$ cat src/rtl/spimem_pkg.sv
package spimem_pkg;

  localparam logic [7:0] OP_WR_ENABLE  = 8'h06;
  localparam logic [7:0] OP_WR_DISABLE = 8'h04;
  localparam logic [7:0] OP_STAT_RD    = 8'h05;
  localparam logic [7:0] OP_STAT_WR    = 8'h01;
  localparam logic [7:0] OP_ARR_RD     = 8'h03;
  localparam logic [7:0] OP_ARR_RD_FST = 8'h0B;
  localparam logic [7:0] OP_ARR_WR     = 8'h02;
  localparam logic [7:0] OP_ID_RD      = 8'h9F;
  localparam logic [7:0] OP_SLEEP      = 8'hB9;

  typedef enum logic [1:0] {SRC_MEM, SRC_STAT, SRC_ID} src_e;

  // control -> datapath
  typedef struct packed {
    logic shiftAddr;
    logic incAddr;
    logic memWrite;
    logic drive;
    src_e src;
  } strobe_t;

  // datapath -> control
  typedef struct packed {
    logic       desel;
    logic       selFall;
    logic       selRise;
    logic       byteDone;
    logic [7:0] rxByte;
    logic       wpLow;
  } event_t;

endpackage

$ cat src/rtl/spimem_datapath.sv
module spimem_datapath
  import spimem_pkg::*;
#(
  parameter int ADDR_W   = 10,
  parameter int ID_BYTES = 3,
  parameter logic [8*ID_BYTES-1:0] ID_VALUE = '0,
  parameter int ID_IW    = 2
) (
  input  logic              clk,
  input  logic              rstN,
  input  logic              csN,
  input  logic              sck,
  input  logic              si,
  input  logic              wpN,
  input  logic              holdN,
  input  strobe_t           stb,
  input  logic [ID_IW-1:0]  idIdx,
  input  logic [7:0]        statusByte,
  input  logic [7:0]        memRdData,
  output event_t            ev,
  output logic [ADDR_W-1:0] memAddr,
  output logic [7:0]        memWrData,
  output logic              memWe,
  output logic              so,
  output logic              soEn
);

  logic [1:0] csSy, sckSy, siSy, holdSy, wpSy;
  logic       csQ, sckQ;
  logic [2:0] bitCnt;
  logic [6:0] inShift;
  logic [ADDR_W-1:0] addrReg;
  logic       soReg;
  logic [7:0] srcByte, idSel, rxByte;
  logic       csS, sckS, siS, holdS, active, sckRise, sckFall;

  always_ff @(posedge clk) begin
    if (!rstN) begin
      csSy <= 2'b11; sckSy <= 2'b00; siSy <= 2'b00;
      holdSy <= 2'b11; wpSy <= 2'b11;
      csQ <= 1'b1; sckQ <= 1'b0;
    end else begin
      csSy   <= {csSy[0], csN};
      sckSy  <= {sckSy[0], sck};
      siSy   <= {siSy[0], si};
      holdSy <= {holdSy[0], holdN};
      wpSy   <= {wpSy[0], wpN};
      csQ    <= csSy[1];
      sckQ   <= sckSy[1];
    end
  end

  assign csS     = csSy[1];
  assign sckS    = sckSy[1];
  assign siS     = siSy[1];
  assign holdS   = holdSy[1];
  assign active  = !csS && holdS;
  assign sckRise = active && sckS && !sckQ;
  assign sckFall = active && !sckS && sckQ;
  assign rxByte  = {inShift, siS};

  always_ff @(posedge clk) begin
    if (!rstN || csS) begin
      bitCnt  <= '0;
      inShift <= '0;
    end else if (sckRise) begin
      bitCnt  <= bitCnt + 3'd1;
      inShift <= {inShift[5:0], siS};
    end
  end

  always_comb begin
    ev          = '0;
    ev.desel    = csS;
    ev.selFall  = csQ && !csS;
    ev.selRise  = !csQ && csS;
    ev.byteDone = sckRise && (bitCnt == 3'd7);
    ev.rxByte   = rxByte;
    ev.wpLow    = !wpSy[1];
  end

  // address register: shift in address bytes, then count
  generate
    if (ADDR_W > 8) begin : g_wideAddr
      always_ff @(posedge clk) begin
        if (!rstN)              addrReg <= '0;
        else if (stb.shiftAddr) addrReg <= {addrReg[ADDR_W-9:0], rxByte};
        else if (stb.incAddr)   addrReg <= addrReg + 1'b1;
      end
    end else begin : g_narrowAddr
      always_ff @(posedge clk) begin
        if (!rstN)              addrReg <= '0;
        else if (stb.shiftAddr) addrReg <= rxByte[ADDR_W-1:0];
        else if (stb.incAddr)   addrReg <= addrReg + 1'b1;
      end
    end
  endgenerate

  assign memAddr   = addrReg;
  assign memWrData = rxByte;
  assign memWe     = stb.memWrite;

  assign idSel = ID_VALUE[8*(ID_BYTES-1-int'(idIdx)) +: 8];

  always_comb begin
    case (stb.src)
      SRC_STAT: srcByte = statusByte;
      SRC_ID:   srcByte = idSel;
      default:  srcByte = memRdData;
    endcase
  end

  always_ff @(posedge clk) begin
    if (!rstN || csS)             soReg <= 1'b0;
    else if (sckFall && stb.drive) soReg <= srcByte[~bitCnt];
  end

  assign so   = soReg;
  assign soEn = !csS && holdS && stb.drive;

  AST_HOLD_FREEZE: assert property (@(posedge clk) disable iff (!rstN)
    (!holdS && !csS) |=> $stable(bitCnt));
  AST_DESEL_CLEAR: assert property (@(posedge clk) disable iff (!rstN)
    csS |=> (bitCnt == 3'd0));
  AST_ADDR_WRAP: assert property (@(posedge clk) disable iff (!rstN)
    (stb.incAddr && !stb.shiftAddr && (addrReg == '1)) |=> (addrReg == '0));

endmodule

$ cat src/rtl/spimem_ctrl.sv
module spimem_ctrl
  import spimem_pkg::*;
#(
  parameter int ID_BYTES = 3,
  parameter int ID_IW    = 2
) (
  input  logic             clk,
  input  logic             rstN,
  input  event_t           ev,
  output strobe_t          stb,
  output logic [ID_IW-1:0] idIdx,
  output logic [7:0]       statusByte,
  output logic             asleep
);

  typedef enum logic [3:0] {
    PH_OPC, PH_ADDR, PH_GAP, PH_RD, PH_WR, PH_SRD, PH_SWR, PH_ID, PH_SKIP
  } phase_e;

  phase_e     phase;
  logic [1:0] addrCnt;
  logic       fastRd, isWr, wrOk, clrPend;
  logic       wrLatch, statLock;
  logic [1:0] protBits;

  assign statusByte = {statLock, 3'b000, protBits, wrLatch, 1'b0};

  always_comb begin
    stb     = '0;
    stb.src = SRC_MEM;
    case (phase)
      PH_ADDR: stb.shiftAddr = ev.byteDone;
      PH_RD: begin
        stb.drive   = 1'b1;
        stb.incAddr = ev.byteDone;
      end
      PH_WR: begin
        stb.memWrite = ev.byteDone && wrOk;
        stb.incAddr  = ev.byteDone && wrOk;
      end
      PH_SRD: begin
        stb.drive = 1'b1;
        stb.src   = SRC_STAT;
      end
      PH_ID: begin
        stb.drive = 1'b1;
        stb.src   = SRC_ID;
      end
      default: ;
    endcase
  end

  always_ff @(posedge clk) begin
    if (!rstN) begin
      phase <= PH_OPC; addrCnt <= '0; fastRd <= 1'b0; isWr <= 1'b0;
      wrOk <= 1'b0; clrPend <= 1'b0; wrLatch <= 1'b0; statLock <= 1'b0;
      protBits <= '0; asleep <= 1'b0; idIdx <= '0;
    end else if (ev.desel) begin
      phase   <= PH_OPC;
      addrCnt <= '0;
      if (ev.selRise && clrPend) wrLatch <= 1'b0;
      clrPend <= 1'b0;
    end else if (ev.selFall && asleep) begin
      asleep <= 1'b0;
      phase  <= PH_SKIP;
    end else if (ev.byteDone) begin
      case (phase)
        PH_OPC: begin
          fastRd <= 1'b0;
          isWr   <= 1'b0;
          idIdx  <= '0;
          wrOk   <= wrLatch;
          case (ev.rxByte)
            OP_WR_ENABLE:  begin wrLatch <= 1'b1; phase <= PH_SKIP; end
            OP_WR_DISABLE: begin wrLatch <= 1'b0; phase <= PH_SKIP; end
            OP_STAT_RD:    phase <= PH_SRD;
            OP_STAT_WR:    phase <= PH_SWR;
            OP_ARR_RD:     phase <= PH_ADDR;
            OP_ARR_RD_FST: begin fastRd <= 1'b1; phase <= PH_ADDR; end
            OP_ARR_WR:     begin isWr <= 1'b1; phase <= PH_ADDR; end
            OP_ID_RD:      phase <= PH_ID;
            OP_SLEEP:      begin asleep <= 1'b1; phase <= PH_SKIP; end
            default:       phase <= PH_SKIP;
          endcase
        end
        PH_ADDR: begin
          addrCnt <= addrCnt + 2'd1;
          if (addrCnt == 2'd2)
            phase <= isWr ? PH_WR : (fastRd ? PH_GAP : PH_RD);
        end
        PH_GAP: phase <= PH_RD;
        PH_WR:  if (wrOk) clrPend <= 1'b1;
        PH_SWR: begin
          if (wrOk) begin
            clrPend <= 1'b1;
            if (!(statLock && ev.wpLow)) begin
              statLock <= ev.rxByte[7];
              protBits <= ev.rxByte[3:2];
            end
          end
          phase <= PH_SKIP;
        end
        PH_ID: idIdx <= (idIdx == ID_IW'(ID_BYTES-1)) ? '0 : idIdx + 1'b1;
        default: ;
      endcase
    end
  end

  AST_WRITE_NEEDS_LATCH: assert property (@(posedge clk) disable iff (!rstN)
    stb.memWrite |-> wrLatch);
  AST_LOCKED_STATUS: assert property (@(posedge clk) disable iff (!rstN)
    (statLock && ev.wpLow && !ev.desel) |=> ($stable(statLock) && $stable(protBits)));
  AST_LATCH_DROP: assert property (@(posedge clk) disable iff (!rstN)
    (ev.selRise && clrPend) |=> !wrLatch);
  AST_SLEEP_INERT: assert property (@(posedge clk) disable iff (!rstN)
    (asleep && !ev.selFall) |=> (asleep && $stable(wrLatch) && $stable(protBits)));

endmodule

$ cat src/rtl/spimem_slave.sv
module spimem_slave
  import spimem_pkg::*;
#(
  parameter int ADDR_W   = 10,
  parameter int ID_BYTES = 3,
  parameter logic [8*ID_BYTES-1:0] ID_VALUE = 24'h7EC219
) (
  input  logic              clk,
  input  logic              rstN,
  input  logic              csN,
  input  logic              sck,
  input  logic              si,
  output logic              so,
  output logic              soEn,
  input  logic              wpN,
  input  logic              holdN,
  output logic [ADDR_W-1:0] memAddr,
  output logic              memWe,
  output logic [7:0]        memWrData,
  input  logic [7:0]        memRdData,
  output logic              asleep
);

  localparam int ID_IW = (ID_BYTES > 1) ? $clog2(ID_BYTES) : 1;

  strobe_t          stb;
  event_t           ev;
  logic [ID_IW-1:0] idIdx;
  logic [7:0]       statusByte;

  spimem_ctrl #(.ID_BYTES(ID_BYTES), .ID_IW(ID_IW)) u_ctrl (
    .clk(clk), .rstN(rstN), .ev(ev), .stb(stb), .idIdx(idIdx),
    .statusByte(statusByte), .asleep(asleep)
  );

  spimem_datapath #(.ADDR_W(ADDR_W), .ID_BYTES(ID_BYTES), .ID_VALUE(ID_VALUE),
                    .ID_IW(ID_IW)) u_dp (
    .clk(clk), .rstN(rstN), .csN(csN), .sck(sck), .si(si), .wpN(wpN),
    .holdN(holdN), .stb(stb), .idIdx(idIdx), .statusByte(statusByte),
    .memRdData(memRdData), .ev(ev), .memAddr(memAddr), .memWrData(memWrData),
    .memWe(memWe), .so(so), .soEn(soEn)
  );

endmodule

$ cat config.mk
export PLATFORM = sky130hd
export DESIGN_NAME = spimem_slave
export DESIGN_NICKNAME = d
export VERILOG_FILES = /design/src/rtl/spimem_pkg.sv /design/src/rtl/spimem_datapath.sv /design/src/rtl/spimem_ctrl.sv /design/src/rtl/spimem_slave.sv
export SDC_FILE = /design/constraint.sdc
export NUM_CORES = 1
export LEC_CHECK = 0
export ABC_AREA = 1
export BUFFER_PORTS_ARGS = -buffer_cell sky130_fd_sc_hd__buf_2
export CAP_MARGIN = 20
export CORE_MARGIN = 2
export CORE_UTILIZATION = 45
export CTS_CLUSTER_DIAMETER = 40
export CTS_CLUSTER_SIZE = 20
export DETAILED_ROUTE_END_ITERATION = 10
export PLACE_DENSITY = 0.66
export REMOVE_ABC_BUFFERS = 1
export SYNTH_ARGS = -nofsm -noshare
export SYNTH_HDL_FRONTEND = slang
export SYNTH_HIERARCHICAL = 1
export SYNTH_SLANG_ARGS = --single-unit
$ cat constraint.sdc
create_clock -name clk -period 2.5 [get_ports clk]
set_input_delay 0.125 -clock clk [delete_from_list [all_inputs] [get_ports clk]]
set_output_delay 0.125 -clock clk [all_outputs]
set_load 0.005 [all_outputs]
# Word-level counts from Yosys, hierarchy flattened
# Index checks and enable logic that the tools add are counted.
word_totals:
  reg_bits: 50
  elab_cells: 137
  out_inout_bits: 22
  inputBits: 15
op_classes:
  magnitude_cmp: 1
  shifts: 1
  bitwise: 5
  n_reduce_logical: 46
  n_addsub: 5
  n_eq_ne: 25
  n_mux: 31
op_table:
  columns: ["operator", "count"]
  rows:
  - ["$pmux W4 S4", 2]
  - ["$shiftx A24 B32 Y8 const A", 1]
  - ["$eq A8 B3 Y1 const B", 3]
  - ["$mux W10", 2]
  - ["$eq A4 B3 Y1 const B", 4]
  - ["$eq A8 B2 Y1 const B", 2]
  - ["$eq A8 B8 Y1 const B", 2]
  - ["$mux W1", 16]
  - ["$mux W4", 4]
  - ["$pmux W8 S2", 1]
  - ["$reduce_and A4 Y1", 4]
  - ["$logic_and A1 B1 Y1", 14]
  - ["$reduce_bool A2 Y1", 7]
  - ["$add A10 B1 Y10 const B", 1]
  - ["$reduce_and A3 Y1", 3]
  - ["$reduce_or A3 Y1", 3]
  - ["$eq A4 B2 Y1 const B", 2]
  - ["$eq A8 B1 Y1 const B", 1]
  - ["$eq A8 B4 Y1 const B", 1]
  - ["$pmux W2 S2", 2]
  - ["$eq A2 B2 Y1 const B", 3]
  - ["$logic_not A1 Y1", 6]
  - ["$reduce_and A6 Y1", 1]
  - ["$reduce_and A5 Y1", 1]
  - ["other kinds (21)", 28]

# Logic depth before layout (Yosys ltp)
# Gate-level depths: netlist of the first run.
logic_depth:
  ltp_word: 9
  depth_mapped: 15

# Hierarchy
# Netlist of the first run, hierarchy kept.
by_module_without_submodules:
  columns: ["mod", "cells_per_inst", "seq_area_each_um2", "n_inst", "area_per_inst_um2"]
  rows:
  - ["spimem_datapath", 244, 660.6, 1, 1692.9]
  - ["spimem_ctrl", 180, 340.3, 1, 1161.1]

# Worst setup path before layout of the first run
# OpenSTA, ideal clock, no wires.
synth_path:
  path_kind: "reg-to-reg"
  startpoint: "register u_dp.csSy[1]"
  endpoint: "register u_dp.addrReg[0] (netlist: u_dp/memAddr[0])"
  path_stages_with_launch: 15
  setup_ns: 0.110
  setup_slack_ns: 0.442
  arrival_ns: 1.948
  cell_sequence: "dfxtp_1 -> inv_2 -> nand2_1 -> inv_2 -> nand3_1 -> buf_4 -> nor2_1 -> inv_1 -> o32ai_1 -> clkbuf_1 -> nor2_1 -> a22oi_1 -> o21ai_0 -> nand2_1 -> inv_1"
synth_lines:
  columns: ["item", "line", "text"]
  rows:
  - ["start: declaration", "spimem_datapath.sv:28", "logic [1:0] csSy, sckSy, siSy, holdSy, wpSy;"]
  - ["start signal: assignment", "spimem_datapath.sv:43", "csSy <= {csSy[0], csN};"]
  - ["end signal: assignment", "spimem_datapath.sv:87", "else if (stb.shiftAddr) addrReg <= {addrReg[ADDR_W-9:0], rxByte};"]
  - ["end signal: assignment", "spimem_datapath.sv:88", "else if (stb.incAddr) addrReg <= addrReg + 1'b1;"]
  - ["end: declaration", "spimem_datapath.sv:32", "logic [ADDR_W-1:0] addrReg;"]

==> flow_summary_export.csv, run 1 <==
group,metric,value,unit
status,status,"complete, no violations",
power_and_ir_drop,p_total,0.001436,W
layout,design_area,3187,µm²
yosys,synth_ff_type,"dfxtp_1",
routing,wl_per_cell,11.75,µm
min_path,min_to,"u_dp/holdSy[0]$_SDFF_PN1_",
grt,grt_usage,17.98,%
yosys,ys_warn_count,6,
layout,fill_cells,626,
yosys,yosysSeqAreaShare,35.07,%
sta,setup_viol,0,
routing,drtIter0Drc,181,
floorplanning,die_w,83.64,µm
floorplanning,design.die.area,6995,µm²
sta,finalHoldViolCount,0,
cts,numCtsBuffers,5,
routing,via_per_inst,4.979,
critical_path,r2r_start,"u_dp/bitCnt[1]$_SDFFE_PP0P_",
yosys,syn_area,2854,µm²
floorplanning,core,6241,µm²
critical_path,cp_data_required_time,2.70,ns
place,dp.cells,524,
layout,fin_nets,479,
routing,route.vias.total,2669,
grt,antenna_found_initial,0,
sta,fin_tns_setup,0,ns
critical_path,ff2ff_path_depth,12,
critical_path,r2r_slack,0.23,ns
min_path,hp-start,"holdN",
critical_path,slowest_stage,"dfxtp_1",
yosys,netlist_top_cells_area,"dfxtp_1 35%, nand2_1 11%, nor2_1 7.5%, inv_1 7.2%, buf_4 5.0%",
layout,diodes,0,
sta,rsz0062_at_grt,"no",
layout,drive_gt1_share,18.08,%
place,io_buffers,36,
place,dpl.hpwl,4720,µm
cts,cts.path.max_buffers,2,
sta,fin_crit_sh,90.98,%
routing,ant_nets,0,
routing,drc_errors,0,
place,placedInstanceArea,3037,µm²
yosys,synth_top_area_share,35.07,%
critical_path,path_cells,"ha_1, ha_1, inv_1, nor2_1, inv_1, o32ai_1, buf_4, nand4_1, a21oi_1, o21ai_0, nand2_1, inv_1",
yosys,synthesis.instances,424,
power_and_ir_drop,ir_worst_vdd,0.0003313,V
routing,first_pass_iters,4,
floorplanning,num_rows,29,
yosys,ys_async_sr_fraction,0,%
sta,fin_hold_ws,0.01687,ns
routing,wirelength,6298,µm
critical_path,critPathLaunchType,"flop",
power_and_ir_drop,p_per_area,450.5,nW/µm²
cts,cts_setup_buffers,0,
sta,finalMaxSlewViolations,0,
sta,final.min_clock_period,2.274,ns
critical_path,crit_arrival,2.48,ns
sta,skew,0.004572,ns
yosys,synth.most_common_cell,"nand2_1",
yosys,synth_top_area_cell,"dfxtp_1",
yosys,synth.distinct_cells,39,
floorplanning,ios,37,
layout,syn_to_final_growth,11.66,%
critical_path,worstSetupPathType,"reg2reg",
floorplanning,start_util,45.73,%
sta,maxClockFrequency,0.4397,GHz
critical_path,cpPeakStageDelay,0.42,ns
yosys,synth_edf_count,0,
min_path,whs_path_depth,2,
cts,clkTransAtPathRegs,0.09,ns
grt,grt_pass1_vias,2382,
min_path,min_path_type,"in2reg",
grt,grt_max_degree,24,
layout,fin_cells,536,
cts,cts_sinks,50,
critical_path,r2r-end,"u_dp/memAddr[8]$_SDFFE_PN0P_",
cts,root_buffer,"clkbuf_8",
grt,grt_pass1_wl,10570,µm
place,routabilityCongestion,0.9006,
power_and_ir_drop,p_leak,1.505,nW
flow_run,maxCapViolations,0,
cts,htree_levels,2,
critical_path,worstPathMaxFanout,8,
yosys,ys_seq_elements,50,
grt,grt-ovfl-total,0,
yosys,syn_area_per_cell,6.731,µm²
cts,ctsResizeCount,0,
floorplanning,fp.dieH,83.64,µm
critical_path,cp_common_cell,"inv_1",
cts,clk_latency,0.30,ns
critical_path,crit_path_end_kind,"flop",
yosys,synth_common_cells,"84 x nand2_1, 57 x nor2_1, 55 x inv_1",
cts,cts_tree,"built",
-- how the worst max path moves through the flow --
stage                                   endpoint  cells past startpoint  slack [ns]                          from
global route                u_dp/so$_SDFFE_PP0P_                     15        0.02  u_ctrl/phase[2]$_SDFFE_PP0P_
CTS                 u_dp/memAddr[8]$_SDFFE_PN0P_                     12        0.24   u_dp/bitCnt[1]$_SDFFE_PP0P_
global placement            u_dp/so$_SDFFE_PP0P_                     14        0.37  u_ctrl/phase[2]$_SDFFE_PP0P_
floorplan           u_dp/memAddr[0]$_SDFFE_PN0P_                     12        0.14       u_dp/csSy[1]$_SDFF_PN1_
finish              u_dp/memAddr[8]$_SDFFE_PN0P_                     12        0.23   u_dp/bitCnt[1]$_SDFFE_PP0P_
detailed placement  u_dp/memAddr[8]$_SDFFE_PN0P_                     12        0.26   u_dp/bitCnt[1]$_SDFFE_PP0P_
-- cell type report --
cell class / instances / area (µm²) / area share (%)
Multi-Input combinational cell: 288 / 1456 / 45.70
Sequential cell: 50 / 1001 / 31.41
Timing Repair Buffer: 47 / 272.8 / 8.559
Inverter: 66 / 250.2 / 7.852
Tap cell: 77 / 96.34 / 3.023
Clock buffer: 6 / 72.57 / 2.277
Clock inverter: 2 / 37.54 / 1.178
-- registers in the layout, summed over array words and instances (netlist names), 2 cells and up --
| signal | flops |
|---|---|
| u_ctrl/addrCnt | 2 |
| u_ctrl/idIdx | 2 |
| u_ctrl/phase | 4 |
| u_ctrl/protBits | 2 |
| u_dp/bitCnt | 3 |
| u_dp/csSy | 2 |
| u_dp/holdSy | 2 |
| u_dp/inShift | 7 |
| u_dp/memAddr | 10 |
| u_dp/sckSy | 2 |
| u_dp/siSy | 2 |
| u_dp/wpSy | 2 |
-- cells in the final DEF (no fill, tap or decap), drive strengths merged, types with 3 or more instances in the layout --
| cell type | synthesis | routed |
|---|---|---|
| nand4 | 9 | 9 |
| inv | 65 | 65 |
| or2 | 7 | 7 |
| o21ai | 30 | 30 |
| xor2 | 5 | 5 |
| buf | 19 | 43 |
| nand3 | 29 | 29 |
| nor3 | 5 | 5 |
| a21oi | 30 | 30 |
| nand2 | 86 | 86 |
| conb | 1 | 4 |
| nor2 | 64 | 64 |
| dlygate4sd3 | 0 | 4 |
| ha | 6 | 6 |
| dfxtp | 50 | 50 |
| clkbuf | 4 | 6 |
| a22oi | 3 | 3 |
-- layer usage --
layer,part of all wire [%],global-route usage [%]
met1,49,23.60
met2,46,31.05
met3,3.4,3.264
met4,0.60,3.519
met5,0,0
-- through the flow --
| step | setup slack [ns] | util (%) |
|---|---|---|
| floorplan | 0.1360 | - |
| global placement | 0.3722 | 48.66 |
| detailed placement | 0.2599 | 48.66 |
| CTS | 0.2445 | 51.06 |
| global route | 0.01747 | 51.06 |
| finish | 0.2255 | 51.06 |
-- repair_timing --
action / 4_1_cts / 5_1_grt
hold endpoints to repair: 4 / 0
setup endpoints to repair: 0 / 0
hold buffers: 4 / 0
-- cells by family (layout without fill, tap and decap cells) --
family          after synthesis  after routing  share of synthesized area, %
flops                        50             50                         35.07
xor+xnor                      6              6                         1.841
simple gates                201            201                         31.96
compound gates               71             71                         14.07
other cells                   1              4                        0.1314
buf+inv                      89            121                         14.29
fa+ha+maj                     6              6                         2.630
-- power breakdown --
part	leakage, nW	switching [W]	internal (W)
Sequential	0.405	0.00000363	0.000804
Combinational	1.05	0.0000327	0.0000285
Clock	0.0514	0.000268	0.000299
-- critical path: cells and delay by family (launching register included) --
| family | cells | cell delay (ns) |
|---|---|---|
| compound gates | 3 | 0.61 |
| buf+inv | 4 | 0.42 |
| flops | 1 | 0.42 |
| simple gates | 3 | 0.41 |
| fa+ha+maj | 2 | 0.31 |
No activity file was read; power rests on OpenSTA's default activity.
==> inputs of run 2 (changes only) <==
--- a/config.mk
+++ b/config.mk
@@ -8,7 +8,7 @@
 export ABC_AREA = 1
 export BUFFER_PORTS_ARGS = -buffer_cell sky130_fd_sc_hd__buf_2
 export CAP_MARGIN = 20
-export CORE_MARGIN = 2
+export CORE_MARGIN = 4
 export CORE_UTILIZATION = 45
 export CTS_CLUSTER_DIAMETER = 40
 export CTS_CLUSTER_SIZE = 20
==> flow_summary_export.csv, run 2 (synthesized netlist as in run 1, its figures left out) <==
group,metric,value,unit
status,status,"complete, no violations",
critical_path,path_cells,"inv_1, nor2_2, inv_1, nor3_1, inv_1, ha_1, inv_2, or2_0, nand3_1, nand2_1, nor2_2, nor2_1, nor2_1, nor2_1",
layout,fill_cells,643,
layout,drive_gt1_share,18.48,%
critical_path,critPathLaunchType,"flop",
flow_run,maxCapViolations,0,
cts,clkTransAtPathRegs,0.10,ns
power_and_ir_drop,ir_worst_vdd,0.0003654,V
layout,final_cell_mix,"84 x nand2_1, 57 x nor2_1, 55 x inv_1",
routing,drtIter0Drc,149,
sta,fin_tns_setup,0,ns
min_path,min_path_type,"in2reg",
power_and_ir_drop,pwr-share-seq,55.0,%
critical_path,crit_family,"simple AND/OR/NAND/NOR gates",
cts,cts_setup_buffers,0,
place,dp.cells,523,
cts,numCtsBuffers,5,
power_and_ir_drop,pwr-share-comb,4.2,%
routing,ant_nets,0,
sta,final.min_clock_period,2.214,ns
cts,cts.path.max_buffers,2,
sta,finalMaxSlewViolations,0,
critical_path,worstSetupPathType,"reg2reg",
critical_path,crit_path_end_kind,"flop",
floorplanning,fp.dieH,87.64,µm
power_and_ir_drop,intPower,0.001139,W
floorplanning,design.die.area,7680,µm²
min_path,whs_path_depth,3,
critical_path,cp_data_required_time,2.71,ns
sta,setup_viol,0,
critical_path,crit_buf_inv,4,
place,dpl.hpwl,4976,µm
floorplanning,start_util,47.36,%
routing,wirelength,6527,µm
place,io_buffers,36,
routing,route.vias.total,2656,
layout,diodes,0,
cts,htree_levels,2,
grt,grt_usage,18.13,%
layout,largest_reg_flops,10,
routing,via_per_inst,4.964,
cts,root_buffer,"clkbuf_8",
place,routabilityCongestion,0.8389,
cts,cts_hold_buf,4,
critical_path,r2r-end,"u_dp/so$_SDFFE_PP0P_",
layout,fin_cells,535,
sta,fin_crit_sh,88.56,%
sta,rsz0062_at_grt,"no",
sta,finalHoldViolCount,0,
power_and_ir_drop,netSwitchingFraction,22.49,%
layout,multi_input_area,1456,µm²
grt,grt_pass1_vias,2409,
critical_path,r2r_slack,0.29,ns
critical_path,worstSetupStartpoint,"u_ctrl/phase[2]$_SDFFE_PP0P_",
critical_path,r2r_start,"u_ctrl/phase[2]$_SDFFE_PP0P_",
power_and_ir_drop,power.switching,0.0003303,W
power_and_ir_drop,p_leak,1.518,nW
grt,grt_max_degree,18,
floorplanning,ios,37,
grt,grt-ovfl-total,0,
critical_path,cpPeakStageDelay,0.42,ns
sta,maxClockFrequency,0.4517,GHz
cts,cts_tree,"built",
critical_path,worstPathMaxFanout,8,
layout,syn_to_final_growth,12.06,%
floorplanning,num_rows,28,
floorplanning,core,6026,µm²
layout,seqCellArea,1001,µm²
critical_path,ff2ff_path_depth,14,
routing,first_pass_iters,4,
routing,drc_errors,0,
floorplanning,die_w,87.64,µm
critical_path,crit_arrival,2.42,ns
cts,cts_sinks,50,
routing,wl_per_cell,12.20,µm
power_and_ir_drop,p_per_area,459.3,nW/µm²
layout,mostFrequentLayoutCell,"nand2_1",
grt,grt_pass1_wl,11250,µm
min_path,min_to,"u_dp/siSy[0]$_SDFF_PN0_",
critical_path,slowest_stage,"dfxtp_1",
cts,ctsResizeCount,0,
grt,antenna_found_initial,0,
sta,skew,0.004445,ns
cts,clk_latency,0.31,ns
layout,fin_nets,480,
min_path,hp-start,"si",
power_and_ir_drop,clkPwrFrac,40.8,%
[run 2: cell count changes in the layout (fill, tap and decap cells not counted)]
cell and change:
inv_6 +2, buf_4 +1, clkinvlp_4 -1, clkbuf_1 -1
[run 2: cell type report]
cell class	count	share of cell area, %
timing repair buffer	48	8.764
multi-input combinational	288	45.54
sequential	50	31.30
inverter	66	7.825
tap	75	2.934
clock inverter	3	1.487
clock buffer	5	2.152
[run 2: layer usage]
layer / GRT usage, % / part of all wire (%) / vias up
met5: 0 / 0 / -
met4: 4.184 / 0.70 / 0
met3: 2.634 / 3.8 / 4
met2: 29.66 / 46 / 46
met1: 25.26 / 49 / 1204
li1: - / - / 1402
[run 2: worst max path at each step]
stage                                   end  depth (start not counted)
2_1_floorplan  u_dp/memAddr[0]$_SDFFE_PN0P_                         12
3_3_place_gp           u_dp/so$_SDFFE_PP0P_                         14
4_1_cts                u_dp/so$_SDFFE_PP0P_                         14
3_5_place_dp           u_dp/so$_SDFFE_PP0P_                         14
6_report               u_dp/so$_SDFFE_PP0P_                         14
5_1_grt                u_dp/so$_SDFFE_PP0P_                         14
[run 2: stage by stage]
step | instance area (µm²) | util [%] | hold slack [ns] | total power (W) | setup slack, ns
floorplan | 2708 | - | 0.2185 | 0.0008572 | 0.1360
global placement | 3042 | 50.48 | 0.3077 | 0.0008822 | 0.3787
detailed placement | 3042 | 50.48 | 0.3142 | 0.0008833 | 0.3113
CTS | 3198 | 53.07 | 0.0006954 | 0.001483 | 0.2980
global route | 3198 | 53.07 | 0.01584 | 0.001529 | 0.08582
finish | 3198 | 53.07 | 0.001194 | 0.001469 | 0.2859
[run 2: tightest hold or removal path: stages]
cell and delay [ns]:
buf_2 0.07, nand2_1 0.04, inv_1 0.04
[run 2: power groups by stage]
stage | clock [W] | sequential [W] | combinational [W]
final | 0.000599 | 0.000808 | 0.0000617
after global routing | 0.000648 | 0.000809 | 0.0000714
after CTS | 0.000614 | 0.000808 | 0.0000615
after detailed placement | 0 | 0.000827 | 0.0000566
after global placement | 0 | 0.000826 | 0.0000559
after floorplan | 0 | 0.000827 | 0.0000307
==> inputs of run 3 (changes only) <==
--- a/config.mk
+++ b/config.mk
@@ -8,12 +8,12 @@
 export ABC_AREA = 1
 export BUFFER_PORTS_ARGS = -buffer_cell sky130_fd_sc_hd__buf_2
 export CAP_MARGIN = 20
-export CORE_MARGIN = 4
+export CORE_MARGIN = 5
 export CORE_UTILIZATION = 45
 export CTS_CLUSTER_DIAMETER = 40
 export CTS_CLUSTER_SIZE = 20
 export DETAILED_ROUTE_END_ITERATION = 10
-export PLACE_DENSITY = 0.66
+export PLACE_DENSITY = 0.75
 export REMOVE_ABC_BUFFERS = 1
 export SYNTH_ARGS = -nofsm -noshare
 export SYNTH_HDL_FRONTEND = slang
==> flow_summary_export.csv, run 3 (synthesized netlist as in run 1, its figures left out) <==
group,metric,value,unit
status,status,"complete, no violations",
grt,antenna_found_initial,0,
floorplanning,ios,37,
cts,clk_latency,0.31,ns
routing,via_per_inst,4.924,
grt,grt_pass1_vias,2443,
grt,use_met2,29.32,%
sta,fin_crit_sh,88.86,%
sta,setup_viol,0,
layout,diodes,0,
layout,fin_cells,536,
floorplanning,fp.dieH,89.64,µm
sta,final.min_clock_period,2.221,ns
critical_path,crit_path_end_kind,"flop",
floorplanning,start_util,45.73,%
min_path,min_path_type,"in2reg",
floorplanning,die_w,89.64,µm
routing,first_pass_iters,4,
power_and_ir_drop,p_leak,1.504,nW
routing,wirelength,6316,µm
floorplanning,core,6241,µm²
grt,grt_busiest_layer,"met2",
cts,cts.path.max_buffers,2,
sta,rsz0062_at_grt,"no",
grt,grt-ovfl-total,0,
grt,grtUsageMet1,21.98,%
cts,cts_sinks,50,
sta,fin_tns_setup,0,ns
layout,fin_nets,479,
place,dp.cells,524,
routing,drtIter0Drc,191,
critical_path,worstPathMaxFanout,8,
layout,largest_reg_flops,10,
cts,cts_setup_buffers,0,
routing,route.vias.total,2639,
place,routabilityCongestion,0.9175,
sta,finalMaxSlewViolations,0,
place,dpl.hpwl,4783,µm
critical_path,critPathLaunchType,"flop",
place,io_buffers,36,
cts,numCtsBuffers,5,
critical_path,worstSetupPathType,"reg2reg",
layout,mostFrequentLayoutCell,"nand2_1",
cts,htree_levels,2,
routing,wl_per_cell,11.78,µm
sta,maxClockFrequency,0.4502,GHz
cts,root_buffer,"clkbuf_8",
grt,grt_usage,17.10,%
sta,finalHoldViolCount,0,
critical_path,cp_data_required_time,2.71,ns
power_and_ir_drop,p_per_area,451.5,nW/µm²
layout,syn_to_final_growth,11.79,%
power_and_ir_drop,ir_worst_vdd,0.0004037,V
sta,fin_ws,0.2786,ns
floorplanning,num_rows,29,
sta,skew,0.008543,ns
grt,grt_max_degree,17,
place,dp_slack,0.2892,ns
flow_run,maxCapViolations,0,
sta,fin_hold_ws,0.005942,ns
layout,drive_gt1_share,18.30,%
critical_path,crit_arrival,2.43,ns
grt,grt_util_met3,2.555,%
cts,cts_tree,"built",
routing,drc_errors,0,
cts,clkTransAtPathRegs,0.10,ns
routing,ant_nets,0,
floorplanning,design.die.area,8034,µm²
grt,grt_pass1_wl,10890,µm
layout,final_cell_mix,"84 x nand2_1, 57 x nor2_1, 55 x inv_1",
## run 3: cell types whose count changed in the layout (fill, tap and decap cells not counted)
cell | previous run | this run
clkinvlp_4 | 0 | 2
inv_6 | 2 | 0
buf_4 | 8 | 7
## run 3: metal layers
layer	up-vias	share of wire (%)
li1	1397	-
met1	1175	47
met2	61	49
met3	6	3.8
met4	0	0.90
met5	-	0
## run 3: worst max-delay path: stages, from the launching register on
cell and delay [ns]:
dfxtp_1 0.48, ha_1 0.19, ha_1 0.13, inv_1 0.03, nor2_1 0.15, inv_1 0.10, o32ai_1 0.39, buf_4 0.23
nand4_1 0.11, a21oi_1 0.12, o21ai_0 0.09, nand2_1 0.06, inv_1 0.04
## run 3: power by group
part           switching (W)  total [W]  internal, W  leakage (nW)
combinational      0.0000331  0.0000617    0.0000286          1.05
clock               0.000274   0.000571     0.000298        0.0504
sequential        0.00000357   0.000808     0.000804         0.405
total               0.000310    0.00144      0.00113          1.50
## run 3: path summary, 6_finish.rpt
kind,startpoint,end,slack [ns],cells past startpoint
worst max-delay path,u_dp/bitCnt[0]$_SDFFE_PP0P_,u_dp/memAddr[8]$_SDFFE_PN0P_,0.28,12
worst min register to register,u_dp/sckSy[0]$_SDFF_PN0_,u_dp/sckSy[1]$_SDFF_PN0_,0.42,2
worst max register to register,u_dp/bitCnt[0]$_SDFFE_PP0P_,u_dp/memAddr[8]$_SDFFE_PN0P_,0.28,12
worst min-delay path,si,u_dp/siSy[0]$_SDFF_PN0_,0.006,3
## run 3: final cells by class
cell class / instances / area (µm²)
Clock buffer: 5 / 68.82
Inverter: 66 / 250.2
Fill cell: 642 / 3050
Tap cell: 77 / 96.34
Multi-Input combinational cell: 288 / 1456
Timing Repair Buffer: 47 / 272.8
Sequential cell: 50 / 1001
Clock inverter: 3 / 45.04
## run 3: per-stage QoR
stage,util (%),cell area [µm²],power [W]
detailed placement,48.66,3037,0.0008831
global placement,48.66,3037,0.0008819
CTS,50.96,3181,0.001461
floorplan,-,2708,0.0008572
global route,51.12,3191,0.001503
finish,51.12,3191,0.001441
## run 3: what timing repair did
item / CTS / global route
hold buffers: 3 / 1
endpoints found under the hold margin: 3 / 1
gates resized for setup: 0 / 0
